**src/rtl/ccp_pkg.sv**
```systemverilog
package ccp_pkg;

  localparam int PRE_W = 7;

  typedef enum logic [1:0] {
    EDGE_NONE = 2'd0,
    EDGE_RISE = 2'd1,
    EDGE_FALL = 2'd2,
    EDGE_BOTH = 2'd3
  } edge_sel_e;

  typedef struct packed {
    edge_sel_e edge_sel;
    logic      cap_mode;
  } ch_cfg_t;

  typedef struct packed {
    logic [1:0] car_div;
    logic       ir_en;
    logic       run;
    logic [1:0] main_div;
  } ctl_t;

  function automatic logic [PRE_W-1:0] div_limit(input logic [1:0] sel);
    case (sel)
      2'd0:    div_limit = PRE_W'(0);
      2'd1:    div_limit = PRE_W'(7);
      2'd2:    div_limit = PRE_W'(31);
      default: div_limit = PRE_W'(127);
    endcase
  endfunction

endpackage

```
**src/rtl/ccp_rst_sync.sv**
```systemverilog
module ccp_rst_sync (
  input  logic clk,
  input  logic rst_n,
  output logic rst_sync_n
);
  logic [1:0] stage_q;

  always_ff @(posedge clk or negedge rst_n) begin
    if (!rst_n) stage_q <= 2'b00;
    else        stage_q <= {stage_q[0], 1'b1};
  end

  assign rst_sync_n = stage_q[1];
endmodule

```
**src/rtl/ccp_prescaler.sv**
```systemverilog
module ccp_prescaler (
  input  logic       clk,
  input  logic       rst_n,
  input  logic       en,
  input  logic [1:0] sel,
  output logic       tick
);
  import ccp_pkg::*;

  logic [PRE_W-1:0] cnt_q, cnt_d, lim;

  assign lim  = div_limit(sel);
  assign tick = en && (cnt_q >= lim);

  always_comb begin
    if (!en)              cnt_d = '0;
    else if (cnt_q >= lim) cnt_d = '0;
    else                  cnt_d = cnt_q + PRE_W'(1);
  end

  always_ff @(posedge clk or negedge rst_n) begin
    if (!rst_n) cnt_q <= '0;
    else        cnt_q <= cnt_d;
  end
endmodule

```
**src/rtl/ccp_carrier.sv**
```systemverilog
module ccp_carrier #(
  parameter int CAR_W = 8
) (
  input  logic             clk,
  input  logic             rst_n,
  input  logic             run,
  input  logic [1:0]       div_sel,
  input  logic [CAR_W-1:0] per_sh,
  input  logic [CAR_W-1:0] cmp_sh,
  output logic             wrap,
  output logic             car_out,
  output logic [CAR_W-1:0] car_cnt
);
  logic             tick;
  logic [CAR_W-1:0] cnt_q, cnt_d, per_q, per_d, cmp_q, cmp_d;

  ccp_prescaler u_pre (
    .clk  (clk),
    .rst_n(rst_n),
    .en   (run),
    .sel  (div_sel),
    .tick (tick)
  );

  assign wrap    = run && tick && (cnt_q >= per_q);
  assign car_out = (cnt_q < cmp_q);
  assign car_cnt = cnt_q;

  always_comb begin
    cnt_d = cnt_q;
    per_d = per_q;
    cmp_d = cmp_q;
    if (!run) begin
      cnt_d = '0;
      per_d = per_sh;
      cmp_d = cmp_sh;
    end else if (tick) begin
      if (cnt_q >= per_q) begin
        cnt_d = '0;
        per_d = per_sh;
        cmp_d = cmp_sh;
      end else begin
        cnt_d = cnt_q + CAR_W'(1);
      end
    end
  end

  always_ff @(posedge clk or negedge rst_n) begin
    if (!rst_n) begin
      cnt_q <= '0;
      per_q <= '0;
      cmp_q <= '0;
    end else begin
      cnt_q <= cnt_d;
      per_q <= per_d;
      cmp_q <= cmp_d;
    end
  end
endmodule

```
**src/rtl/ccp_channel.sv**
```systemverilog
module ccp_channel #(
  parameter int CNT_W = 16
) (
  input  logic             clk,
  input  logic             rst_n,
  input  ccp_pkg::ch_cfg_t cfg,
  input  logic [CNT_W-1:0] cnt,
  input  logic [CNT_W-1:0] cmp_sh,
  input  logic             load,
  input  logic             adv,
  input  logic             ir_mode,
  input  logic             car_out,
  input  logic             cap_in,
  input  logic             clr,
  output logic             out,
  output logic             flag,
  output logic [CNT_W-1:0] cap_val
);
  import ccp_pkg::*;

  logic [2:0]       sync_q, sync_d;
  logic [CNT_W-1:0] cmp_q, cmp_d, cap_q, cap_d;
  logic             flag_q, flag_d;
  logic             rise, fall, hit, cmp_evt;

  // stage 0 and 1 synchronise, stage 2 holds the previous synchronised level
  assign rise = sync_q[1] & ~sync_q[2];
  assign fall = ~sync_q[1] & sync_q[2];

  always_comb begin
    hit = 1'b0;
    if (cfg.cap_mode) begin
      case (cfg.edge_sel)
        EDGE_RISE: hit = rise;
        EDGE_FALL: hit = fall;
        EDGE_BOTH: hit = rise | fall;
        default:   hit = 1'b0;
      endcase
    end
  end

  assign cmp_evt = !cfg.cap_mode && adv && (cnt == cmp_q);

  always_comb begin
    sync_d = {sync_q[1:0], cap_in};
    cmp_d  = load ? cmp_sh : cmp_q;
    cap_d  = hit ? cnt : cap_q;
    flag_d = (flag_q & ~clr) | hit | cmp_evt;
  end

  always_ff @(posedge clk or negedge rst_n) begin
    if (!rst_n) begin
      sync_q <= '0;
      cmp_q  <= '0;
      cap_q  <= '0;
      flag_q <= 1'b0;
    end else begin
      sync_q <= sync_d;
      cmp_q  <= cmp_d;
      cap_q  <= cap_d;
      flag_q <= flag_d;
    end
  end

  assign out     = !cfg.cap_mode && (cnt < cmp_q) && (!ir_mode || car_out);
  assign flag    = flag_q;
  assign cap_val = cap_q;
endmodule

```
**src/rtl/ccp_ir_timer.sv**
```systemverilog
module ccp_ir_timer #(
  parameter int NUM_CH = 5,
  parameter int CNT_W  = 16,
  parameter int CAR_W  = 8,
  parameter int ADDR_W = 4
) (
  input  logic                    clk,
  input  logic                    rst_n,
  input  logic                    wr_en,
  input  logic [ADDR_W-1:0]       wr_addr,
  input  logic [CNT_W-1:0]        wr_data,
  input  logic [NUM_CH-1:0]       cap_in,
  output logic [NUM_CH-1:0]       ch_out,
  output logic                    carrier_out,
  output logic [NUM_CH-1:0]       flags,
  output logic [CNT_W-1:0]        count,
  output logic [NUM_CH*CNT_W-1:0] cap_vals
);
  import ccp_pkg::*;

  localparam int A_CTL   = 0;
  localparam int A_PER   = 1;
  localparam int A_CMP0  = 2;
  localparam int A_CFG0  = A_CMP0 + NUM_CH;
  localparam int A_CPER  = A_CFG0 + NUM_CH;
  localparam int A_CCMP  = A_CPER + 1;
  localparam int A_FCLR  = A_CPER + 2;
  localparam int A_CLOAD = A_CPER + 3;

  logic              rst_sync_n;
  ctl_t              ctl_q, ctl_d;
  logic [CNT_W-1:0]  per_sh_q, per_sh_d, per_q, per_d, cnt_q, cnt_d;
  logic [CNT_W-1:0]  cmp_sh_q [NUM_CH];
  logic [CNT_W-1:0]  cmp_sh_d [NUM_CH];
  ch_cfg_t           cfg_q [NUM_CH];
  ch_cfg_t           cfg_d [NUM_CH];
  logic [CAR_W-1:0]  cper_q, cper_d, ccmp_q, ccmp_d, car_cnt;
  logic [NUM_CH-1:0] clr_vec, cap_mask;
  logic [CNT_W-1:0]  cap_w [NUM_CH];
  logic              main_tick, car_wrap, car_out, adv, at_top, wrap_load, cnt_ld;

  ccp_rst_sync u_rst (
    .clk       (clk),
    .rst_n     (rst_n),
    .rst_sync_n(rst_sync_n)
  );

  ccp_prescaler u_main_pre (
    .clk  (clk),
    .rst_n(rst_sync_n),
    .en   (ctl_q.run && !ctl_q.ir_en),
    .sel  (ctl_q.main_div),
    .tick (main_tick)
  );

  ccp_carrier #(.CAR_W(CAR_W)) u_car (
    .clk    (clk),
    .rst_n  (rst_sync_n),
    .run    (ctl_q.run),
    .div_sel(ctl_q.car_div),
    .per_sh (cper_q),
    .cmp_sh (ccmp_q),
    .wrap   (car_wrap),
    .car_out(car_out),
    .car_cnt(car_cnt)
  );

  // register write port: next-state logic
  always_comb begin
    ctl_d    = ctl_q;
    per_sh_d = per_sh_q;
    cper_d   = cper_q;
    ccmp_d   = ccmp_q;
    clr_vec  = '0;
    cnt_ld   = 1'b0;
    for (int i = 0; i < NUM_CH; i++) begin
      cmp_sh_d[i] = cmp_sh_q[i];
      cfg_d[i]    = cfg_q[i];
    end
    if (wr_en) begin
      if (wr_addr == ADDR_W'(A_CTL))   ctl_d    = ctl_t'(wr_data[5:0]);
      if (wr_addr == ADDR_W'(A_PER))   per_sh_d = wr_data;
      if (wr_addr == ADDR_W'(A_CPER))  cper_d   = wr_data[CAR_W-1:0];
      if (wr_addr == ADDR_W'(A_CCMP))  ccmp_d   = wr_data[CAR_W-1:0];
      if (wr_addr == ADDR_W'(A_FCLR))  clr_vec  = wr_data[NUM_CH-1:0];
      if (wr_addr == ADDR_W'(A_CLOAD)) cnt_ld   = 1'b1;
      for (int i = 0; i < NUM_CH; i++) begin
        if (wr_addr == ADDR_W'(A_CMP0 + i)) cmp_sh_d[i] = wr_data;
        if (wr_addr == ADDR_W'(A_CFG0 + i)) cfg_d[i]    = ch_cfg_t'(wr_data[2:0]);
      end
    end
  end

  // main counter: next-state logic
  assign adv       = ctl_q.run && (ctl_q.ir_en ? car_wrap : main_tick);
  assign at_top    = (cnt_q >= per_q);
  assign wrap_load = !ctl_q.run || (adv && at_top);

  always_comb begin
    cnt_d = cnt_q;
    if (cnt_ld)   cnt_d = wr_data;
    else if (adv) cnt_d = at_top ? '0 : cnt_q + CNT_W'(1);
    per_d = wrap_load ? per_sh_q : per_q;
  end

  always_ff @(posedge clk or negedge rst_sync_n) begin
    if (!rst_sync_n) begin
      ctl_q    <= '0;
      per_sh_q <= '0;
      per_q    <= '0;
      cnt_q    <= '0;
      cper_q   <= '0;
      ccmp_q   <= '0;
      for (int i = 0; i < NUM_CH; i++) begin
        cmp_sh_q[i] <= '0;
        cfg_q[i]    <= '0;
      end
    end else begin
      ctl_q    <= ctl_d;
      per_sh_q <= per_sh_d;
      per_q    <= per_d;
      cnt_q    <= cnt_d;
      cper_q   <= cper_d;
      ccmp_q   <= ccmp_d;
      for (int i = 0; i < NUM_CH; i++) begin
        cmp_sh_q[i] <= cmp_sh_d[i];
        cfg_q[i]    <= cfg_d[i];
      end
    end
  end

  for (genvar g = 0; g < NUM_CH; g++) begin : g_ch
    ccp_channel #(.CNT_W(CNT_W)) u_ch (
      .clk    (clk),
      .rst_n  (rst_sync_n),
      .cfg    (cfg_q[g]),
      .cnt    (cnt_q),
      .cmp_sh (cmp_sh_q[g]),
      .load   (wrap_load),
      .adv    (adv),
      .ir_mode(ctl_q.ir_en),
      .car_out(car_out),
      .cap_in (cap_in[g]),
      .clr    (clr_vec[g]),
      .out    (ch_out[g]),
      .flag   (flags[g]),
      .cap_val(cap_w[g])
    );
    assign cap_vals[g*CNT_W +: CNT_W] = cap_w[g];
    assign cap_mask[g]                = cfg_q[g].cap_mode;
  end

  assign carrier_out = car_out;
  assign count       = cnt_q;
endmodule

```
**config.mk**
```make
export PLATFORM = sky130hd
export DESIGN_NAME = ccp_ir_timer
export DESIGN_NICKNAME = d
export VERILOG_FILES = /design/src/rtl/ccp_pkg.sv /design/src/rtl/ccp_rst_sync.sv /design/src/rtl/ccp_prescaler.sv /design/src/rtl/ccp_carrier.sv /design/src/rtl/ccp_channel.sv /design/src/rtl/ccp_ir_timer.sv
export SDC_FILE = /design/constraint.sdc
export NUM_CORES = 1
export LEC_CHECK = 0
export BUFFER_PORTS_ARGS = -buffer_cell sky130_fd_sc_hd__buf_2
export CAP_MARGIN = 20
export CELL_PAD_IN_SITES_DETAIL_PLACEMENT = 0
export CELL_PAD_IN_SITES_GLOBAL_PLACEMENT = 1
export CORE_MARGIN = 2
export CORE_UTILIZATION = 25
export DETAILED_ROUTE_END_ITERATION = 7
export GPL_ROUTABILITY_DRIVEN = 1
export PLACE_DENSITY = 0.55
export SETUP_SLACK_MARGIN = 0.02
export SLEW_MARGIN = 20
export SYNTH_ARGS = -nofsm -noshare
export SYNTH_HDL_FRONTEND = slang
export SYNTH_SLANG_ARGS = --single-unit
```
**constraint.sdc**
```tcl
create_clock -name clk -period 30.1 [get_ports clk]
set_input_delay 6.02 -clock clk [delete_from_list [all_inputs] [get_ports clk]]
set_output_delay 6.02 -clock clk [all_outputs]
set_load 0.05 [all_outputs]
```
==> impl_metrics.csv, run 1 <==
group,metric,value,unit
clock_tree,path_clk_slew,0.06,ns
critical_path,worstPathArrival,3.39,ns
power_and_ir_drop,p_int,1.37,mW
synth,yosysSeqAreaShare,52.8,%
route,totalWireLength,49500,um
grt,grt_use_total,13.3,%
critical_path,worstSetupPathType,"flop to output port",
die,die_w,274,um
outcome,outcome,"complete, no violations",
route,ant_nets,0,
die,core,72600,um2
die,die-area,75100,um2
timing,rsz0062_at_grt,"no",
timing,finalSetupViolCount,0,
timing,finalHoldViolCount,0,
synth,yosysTopAreaCell,"dfrtp_1",
critical_path,reg2reg_slack,25.91,ns
final_layout,final_net_count,1774,
power_and_ir_drop,pwr-share-comb,41.7,%
die,die_y,274,um
placed_design,dp_hpwl,34000,um
grt,overflow,0,
die,num_rows,99,
synth,synth_cells,1464,
min_path,min_path_type,"flop to asynchronous set/reset pin",
power_and_ir_drop,power_density,110,nW/um2
synth,synth_edf_count,0,
critical_path,r2r-end,"g_ch[4].u_ch.cmp_q[5]$_DFFE_PN0P_",
clock_tree,post-cts-setup-buffers,0,
synth,synthArstFlopShare,100,%
final_layout,syn2layout_area_growth,17.9,%
power_and_ir_drop,pwr-share-seq,35.4,%
timing,fin_crit_sh,31.3,%
synth,syn_area_per_cell,12.5,um2
die,start_util,25.1,%
power_and_ir_drop,clock_power_share,22.9,%
timing,fin_tns_setup,0,ns
grt,grt_pass1_vias,12200,
synth,synthTopCellsByArea,"dfrtp_1 (53%), mux2_2 (19%), ha_1 (9.3%), inv_1 (2.7%), nor2_1 (1.5%)",
clock_tree,h-tree-depth,2,
power_and_ir_drop,sw_frac_of_total,41.8,%
synth,synth.yosys.warnings,0,
flow_run,max_cap_viol_count,0,
final_layout,finalInstanceArea,21500,um2
critical_path,required,24.08,ns
critical_path,setup.worst_path.start_class,"flop",
route,dr.pass1.iters,4,
placed_design,routabilityCongestion,0.772,
critical_path,critPathCaptureType,"output port",
placed_design,place_ws,21.21,ns
clock_tree,clock-root-buffer,"clkbuf_16",
critical_path,rr_worst_depth,10,
synth,synth_top_area_share,52.8,%
timing,timing.fmax,106,MHz
final_layout,multi_input_area,7830,um2
synth,syn_area,18200,um2
clock_tree,ctsResizeCount,0,
final_layout,seq_area,9640,um2
timing,fin_worst_skew,0.0259,ns
synth,synth_seq_cells,385,
grt,antenna_found_initial,6,
final_layout,fillers,7520,
power_and_ir_drop,power,2.36,mW
power_and_ir_drop,p_sw,0.988,mW
placed_design,port_buffers,134,
timing,setup_slack,20.69,ns
power_and_ir_drop,irDropWorstVdd,0.0626,mV
timing,finalCriticalPeriod,9.41,ns
timing,slew_viol_final,0,
clock_tree,clock_path_buffers,3,
critical_path,path_max_fanout,15,
power_and_ir_drop,leakagePower,9.88,nW
route,vias,11600,
synth,yosys.cell_types.count,55,
clock_tree,hold_buffers,0,
final_layout,layout-drive-gt1-share,34.2,%
die,io_pins,135,
timing,worst_slew_pin_slew,1.03,ns
placed_design,place_area,20000,um2
route,drc,0,
critical_path,r2r-start,"count[7]$_DFFE_PN0P_",
route,viasPerCell,4.45,
route,wire_per_inst,19.0,um
synth,synth_nets,1627,
synth,synth_flop_cell,"dfrtp_1",
grt,grt_max_degree,79,
route,drt_iter0_markers,466,
clock_tree,cts_made_buffers,44,
clock_tree,cts_tree,"built",
clock_tree,cts.sinks,385,
clock_tree,clock_latency,0.58,ns
grt,grt_first_pass_wirelength,76200,um
timing,max_slew_margin,31.1,%
## per-stage QoR
step,hold WS [ns],cells,utilization [%]
after floorplan,0.331,1464,-
after global placement,0.339,2522,27.6
after detailed placement,0.335,2522,27.6
after CTS,0.353,2601,29.6
after global routing,0.363,2603,29.6
final,0.352,2605,29.6
## Yosys cell counts (all sizes together) (7+ instances only)
| cell type | n |
|---|---|
| nor3b | 8 |
| xor2 | 9 |
| o21ai | 39 |
| xnor2 | 7 |
| buf | 30 |
| or2 | 8 |
| and2 | 7 |
| a21o | 17 |
| nor2b | 18 |
| nor3 | 15 |
| nand4b | 9 |
| nand2 | 47 |
| inv | 130 |
| mux2 | 325 |
| nand2b | 10 |
| ha | 135 |
| clkbuf | 30 |
| a31oi | 17 |
| and3 | 11 |
| nand3 | 21 |
| nand4 | 17 |
| nor2 | 73 |
| a21oi | 38 |
| dfrtp | 385 |
## worst max-delay path, cell delays in order (launching register included)
cell	delay [ns]
dfrtp_1	0.75
ha_1	0.36
a21o_1	0.18
a21o_1	0.16
a21oi_1	0.14
nor2b_1	0.06
o21ai_0	0.14
a21oi_1	0.08
nor4_1	0.56
buf_2	0.38
## cells by family after synthesis
group / after synthesis / synth area share (%)
AOI/OAI and AO/OA: 143 / 4.89
xor gates and xnor gates: 16 / 0.769
adders and majority gates: 135 / 9.26
buffers and inverters: 190 / 4.38
DFF: 385 / 52.8
muxes: 330 / 20.3
other: 1 / 0.0206
and+or+nand+nor: 264 / 7.50
## area by class of cell
cell class | count | area share [%]
Timing Repair Buffer | 161 | 4.19
Sequential cell | 385 | 44.8
Tap cell | 959 | 5.58
Clock inverter | 19 | 0.885
Inverter | 130 | 2.27
Multi-Input combinational cell | 889 | 36.4
Clock buffer | 60 | 5.83
Antenna cell | 2 | 0.0233
## power by group through the flow
stage / Clock (mW) / Sequential, mW / Combinational [mW]
4_1_cts: 0.560 / 0.839 / 1.00
2_1_floorplan: 0 / 1.04 / 0.507
3_3_place_gp: 0 / 0.839 / 0.987
6_report: 0.541 / 0.836 / 0.985
5_1_grt: 0.580 / 0.864 / 1.09
3_5_place_dp: 0 / 0.847 / 0.997
## metal layers
metal | wire length [um] | GRT usage [%] | vias to the layer above
li1 | - | - | 5408
met1 | 22600 | 17.4 | 5954
met2 | 24100 | 22.5 | 150
met3 | 1720 | 2.41 | 73
met4 | 1050 | 3.70 | 8
met5 | 58 | 0 | -
## cell usage in the layout (no fill, tap or decap), drive strengths merged, types with 15 or more instances in the layout
cell type / n
a21oi: 38
nor2b: 18
dfrtp: 385
nor3: 15
a31oi: 17
mux2: 325
o21ai: 39
a21o: 17
nand3: 21
nand4: 17
nor2: 73
clkbuf: 60
ha: 135
buf: 161
inv: 131
nand2: 47
## worst max-delay path by stage
stage / from / end / cells past startpoint
after global routing: count[9]$_DFFE_PN0P_ / ch_out[1] / 9
final: count[9]$_DFFE_PN0P_ / ch_out[1] / 9
after CTS: count[9]$_DFFE_PN0P_ / ch_out[1] / 9
after floorplan: u_rst.stage_q[1]$_DFF_PN0_ / cap_mask[0]$_DFFE_PN0P_ / 0
after global placement: count[9]$_DFFE_PN0P_ / ch_out[1] / 9
after detailed placement: count[9]$_DFFE_PN0P_ / ch_out[1] / 9
## registers in the layout, summed over array words and instances, names as in the netlist
signal	count
cper_q	8
cap_mask	5
g_ch.u_ch.cmp_q	80
ctl_q	6
per_sh_q	16
u_rst.stage_q	2
count	16
cfg_q	10
u_car.cmp_q	8
u_car.per_q	8
u_main_pre.cnt_q	7
cmp_sh_q	80
g_ch.u_ch.flag	5
ccmp_q	8
u_car.car_cnt	8
per_q	16
g_ch.u_ch.cap_val	80
g_ch.u_ch.sync_q	15
u_car.u_pre.cnt_q	7
Note: power is estimated with default switching activity, not from simulation.
==> inputs of run 2 (changes only) <==
--- a/config.mk
+++ b/config.mk
@@ -5,6 +5,7 @@
 export SDC_FILE = /design/constraint.sdc
 export NUM_CORES = 1
 export LEC_CHECK = 0
+export ABC_AREA = 1
 export BUFFER_PORTS_ARGS = -buffer_cell sky130_fd_sc_hd__buf_2
 export CAP_MARGIN = 20
 export CELL_PAD_IN_SITES_DETAIL_PLACEMENT = 0
@@ -13,7 +14,7 @@
 export CORE_UTILIZATION = 25
 export DETAILED_ROUTE_END_ITERATION = 7
 export GPL_ROUTABILITY_DRIVEN = 1
-export PLACE_DENSITY = 0.55
+export PLACE_DENSITY = 0.59
 export SETUP_SLACK_MARGIN = 0.02
 export SLEW_MARGIN = 20
 export SYNTH_ARGS = -nofsm -noshare
==> constraint.sdc (replaced) <==
create_clock -name clk -period 8.1 [get_ports clk]
set_input_delay 1.62 -clock clk [delete_from_list [all_inputs] [get_ports clk]]
set_output_delay 1.62 -clock clk [all_outputs]
set_load 0.05 [all_outputs]
==> run 2 against run 1 <==
Utilization fell by 0.30 points. Non-clock buffer count is 3 lower. Flip-flop and latch count unchanged. Combinational power grew to 3.0 times the previous value. Critical path type unchanged.
==> impl_metrics.csv, run 2 <==
group,metric,value,unit
outcome,outcome,"complete, no violations",
power_and_ir_drop,leakagePower,10.8,nW
route,totalWireLength,56900,um
timing,timing.fmax,204,MHz
final_layout,seq_area,9640,um2
clock_tree,clock-root-buffer,"clkbuf_16",
grt,grt_first_pass_wirelength,88600,um
route,drt_iter0_markers,1052,
final_layout,multi_input_area,7460,um2
final_layout,n_antenna_cell,0,
synth,syn_area_per_cell,8.71,um2
route,vias,14600,
timing,fin_tns_setup,0,ns
synth,synth_cells,2104,
final_layout,final_net_count,2380,
power_and_ir_drop,irDropWorstVdd,0.245,mV
clock_tree,clock_latency,0.57,ns
placed_design,place_area,20000,um2
grt,overflow,0,
die,core,72800,um2
timing,rsz0062_at_grt,"no",
synth,synth_top_area_share,52.5,%
placed_design,dp_hpwl,39400,um
critical_path,path_max_fanout,11,
clock_tree,cts.sinks,385,
synth,synthTopCellsByArea,"dfrtp_1 (53%), nand2_1 (12%), ha_1 (9.2%), o21ai_0 (7.2%), inv_1 (4.2%)",
power_and_ir_drop,power_density,366,nW/um2
route,viasPerCell,4.55,
clock_tree,path_clk_slew,0.06,ns
flow_run,max_cap_viol_count,0,
die,num_rows,99,
clock_tree,hold_buffers,0,
critical_path,worstPathArrival,3.29,ns
clock_tree,clock_path_buffers,3,
timing,fin_worst_skew,0.0128,ns
final_layout,layout_commonest_cell,"nand2_1",
placed_design,routabilityCongestion,0.833,
clock_tree,h-tree-depth,2,
synth,synth_nets,2267,
die,start_util,25.2,%
die,io_pins,135,
timing,finalHoldViolCount,0,
final_layout,finalInstanceArea,21400,um2
timing,worst_slew_pin_slew,1.03,ns
critical_path,setup.worst_path.start_class,"flop",
route,dr.pass1.iters,5,
timing,fin_crit_sh,60.6,%
synth,yosys.cell_types.count,40,
grt,grt_max_degree,168,
grt,grt_use_total,15.2,%
die,die-area,75500,um2
critical_path,critPathCaptureType,"output port",
min_path,min_path_type,"flop to flop",
power_and_ir_drop,power,7.81,mW
grt,grt_pass1_vias,14500,
synth,yosysMostFrequentCell,"nand2_1",
timing,finalSetupViolCount,0,
final_layout,syn2layout_area_growth,16.5,%
placed_design,port_buffers,134,
synth,synthArstFlopShare,100,%
route,drc,0,
final_layout,most-common-layout-cells,"nand2_1 (601), dfrtp_1 (383), o21ai_0 (264)",
timing,whs,0.348,ns
synth,synth_common_cells,"nand2_1 (601), dfrtp_1 (385), o21ai_0 (264)",
route,ant_nets,0,
final_layout,layout-drive-gt1-share,11.0,%
timing,slew_viol_final,0,
clock_tree,cts_tree,"built",
final_layout,fillers,7804,
synth,synth_flop_cell,"dfrtp_1",
die,die_y,275,um
critical_path,worstSetupPathType,"flop to output port",
die,die_w,275,um
synth,synth_seq_cells,385,
timing,max_slew_margin,31.5,%
clock_tree,cts_made_buffers,43,
synth,yosysTopAreaCell,"dfrtp_1",
timing,finalCriticalPeriod,4.91,ns
synth,synth.yosys.warnings,0,
clock_tree,ctsResizeCount,0,
synth,syn_area,18300,um2
route,wire_per_inst,17.8,um
synth,synth_edf_count,0,
synth,yosysSeqAreaShare,52.5,%
critical_path,required,6.48,ns
grt,antenna_found_initial,2,
clock_tree,post-cts-setup-buffers,0,
run 2: cell types whose count changed in the layout (fill, tap and decap cells not counted), moves of 13 or more:
cell / delta
a21o_1: -17
a21oi_1: +42
a31oi_1: -16
inv_1: +77
mux2_1: -13
mux2_2: -312
nand2_1: +556
nand3_1: +126
nor2b_1: -13
o21ai_0: +228
run 2: per-stage QoR:
step / instances / util [%] / worst slack, ns
floorplan: 2104 / - / 1.82
global placement: 3130 / 27.4 / 3.76
detailed placement: 3130 / 27.4 / 3.73
CTS: 3201 / 29.3 / 3.11
global route: 3202 / 29.3 / 2.98
finish: 3202 / 29.3 / 3.19
run 2: routing by layer:
metal / wire [um] / vias to the layer above / GRT usage (%) / share of wire [%]
met5: 7 / - / 0 / 0.012
met2: 26300 / 296 / 25.0 / 46
met3: 2640 / 80 / 2.27 / 4.6
li1: - / 7097 / - / -
met1: 26400 / 7100 / 20.6 / 46
met4: 1530 / 2 / 4.50 / 2.7
run 2: critical path, cell delays in order, from the launching register on:
cell and delay (ns):
dfrtp_1 0.85, ha_1 0.37, nand2_1 0.15, nor2_1 0.06, a211oi_1 0.38, o21ai_0 0.15
nor3_1 0.38, buf_2 0.35
run 2: kinds of logic (layout without fill, tap and decap cells):
logic type	Yosys count	in the layout	synth area share [%]
adders and majority gates	135	135	9.21
and+or+nand+nor	898	898	20.3
other	1	1	0.0205
xor gates and xnor gates	13	13	0.621
buffers and inverters	302	441	6.80
DFF	385	385	52.5
AOI/OAI and AO/OA	370	370	10.5
run 2: worst paths after layout:
kind                       depth (start not counted)                           endpoint                        from  slack (ns)
min in group asynchronous                          0              ccmp_q[4]$_DFFE_PN0P_  u_rst.stage_q[1]$_DFF_PN0_        0.36
min reg2reg                                        0         u_rst.stage_q[1]$_DFF_PN0_  u_rst.stage_q[0]$_DFF_PN0_        0.35
max                                                7                          ch_out[0]        count[7]$_DFFE_PN0P_        3.19
min                                                0         u_rst.stage_q[1]$_DFF_PN0_  u_rst.stage_q[0]$_DFF_PN0_        0.35
max reg2reg                                       11  g_ch[1].u_ch.cmp_q[9]$_DFFE_PN0P_        count[7]$_DFFE_PN0P_        3.89
max in group asynchronous                          2               count[7]$_DFFE_PN0P_  u_rst.stage_q[1]$_DFF_PN0_        5.56
run 2: final cells by class:
cell class	count	share of cell area, %
Clock buffer	61	6.07
Clock inverter	10	0.404
Inverter	212	3.73
Multi-Input combinational cell	1417	34.9
Sequential cell	385	45.2
Tap cell	959	5.62
Timing Repair Buffer	158	4.08
run 2: report_power, final:
| group | internal (mW) | switching [mW] |
|---|---|---|
| logic | 0.835 | 2.16 |
| clock network | 1.14 | 0.813 |
| registers | 2.44 | 0.426 |
| total | 4.41 | 3.40 |
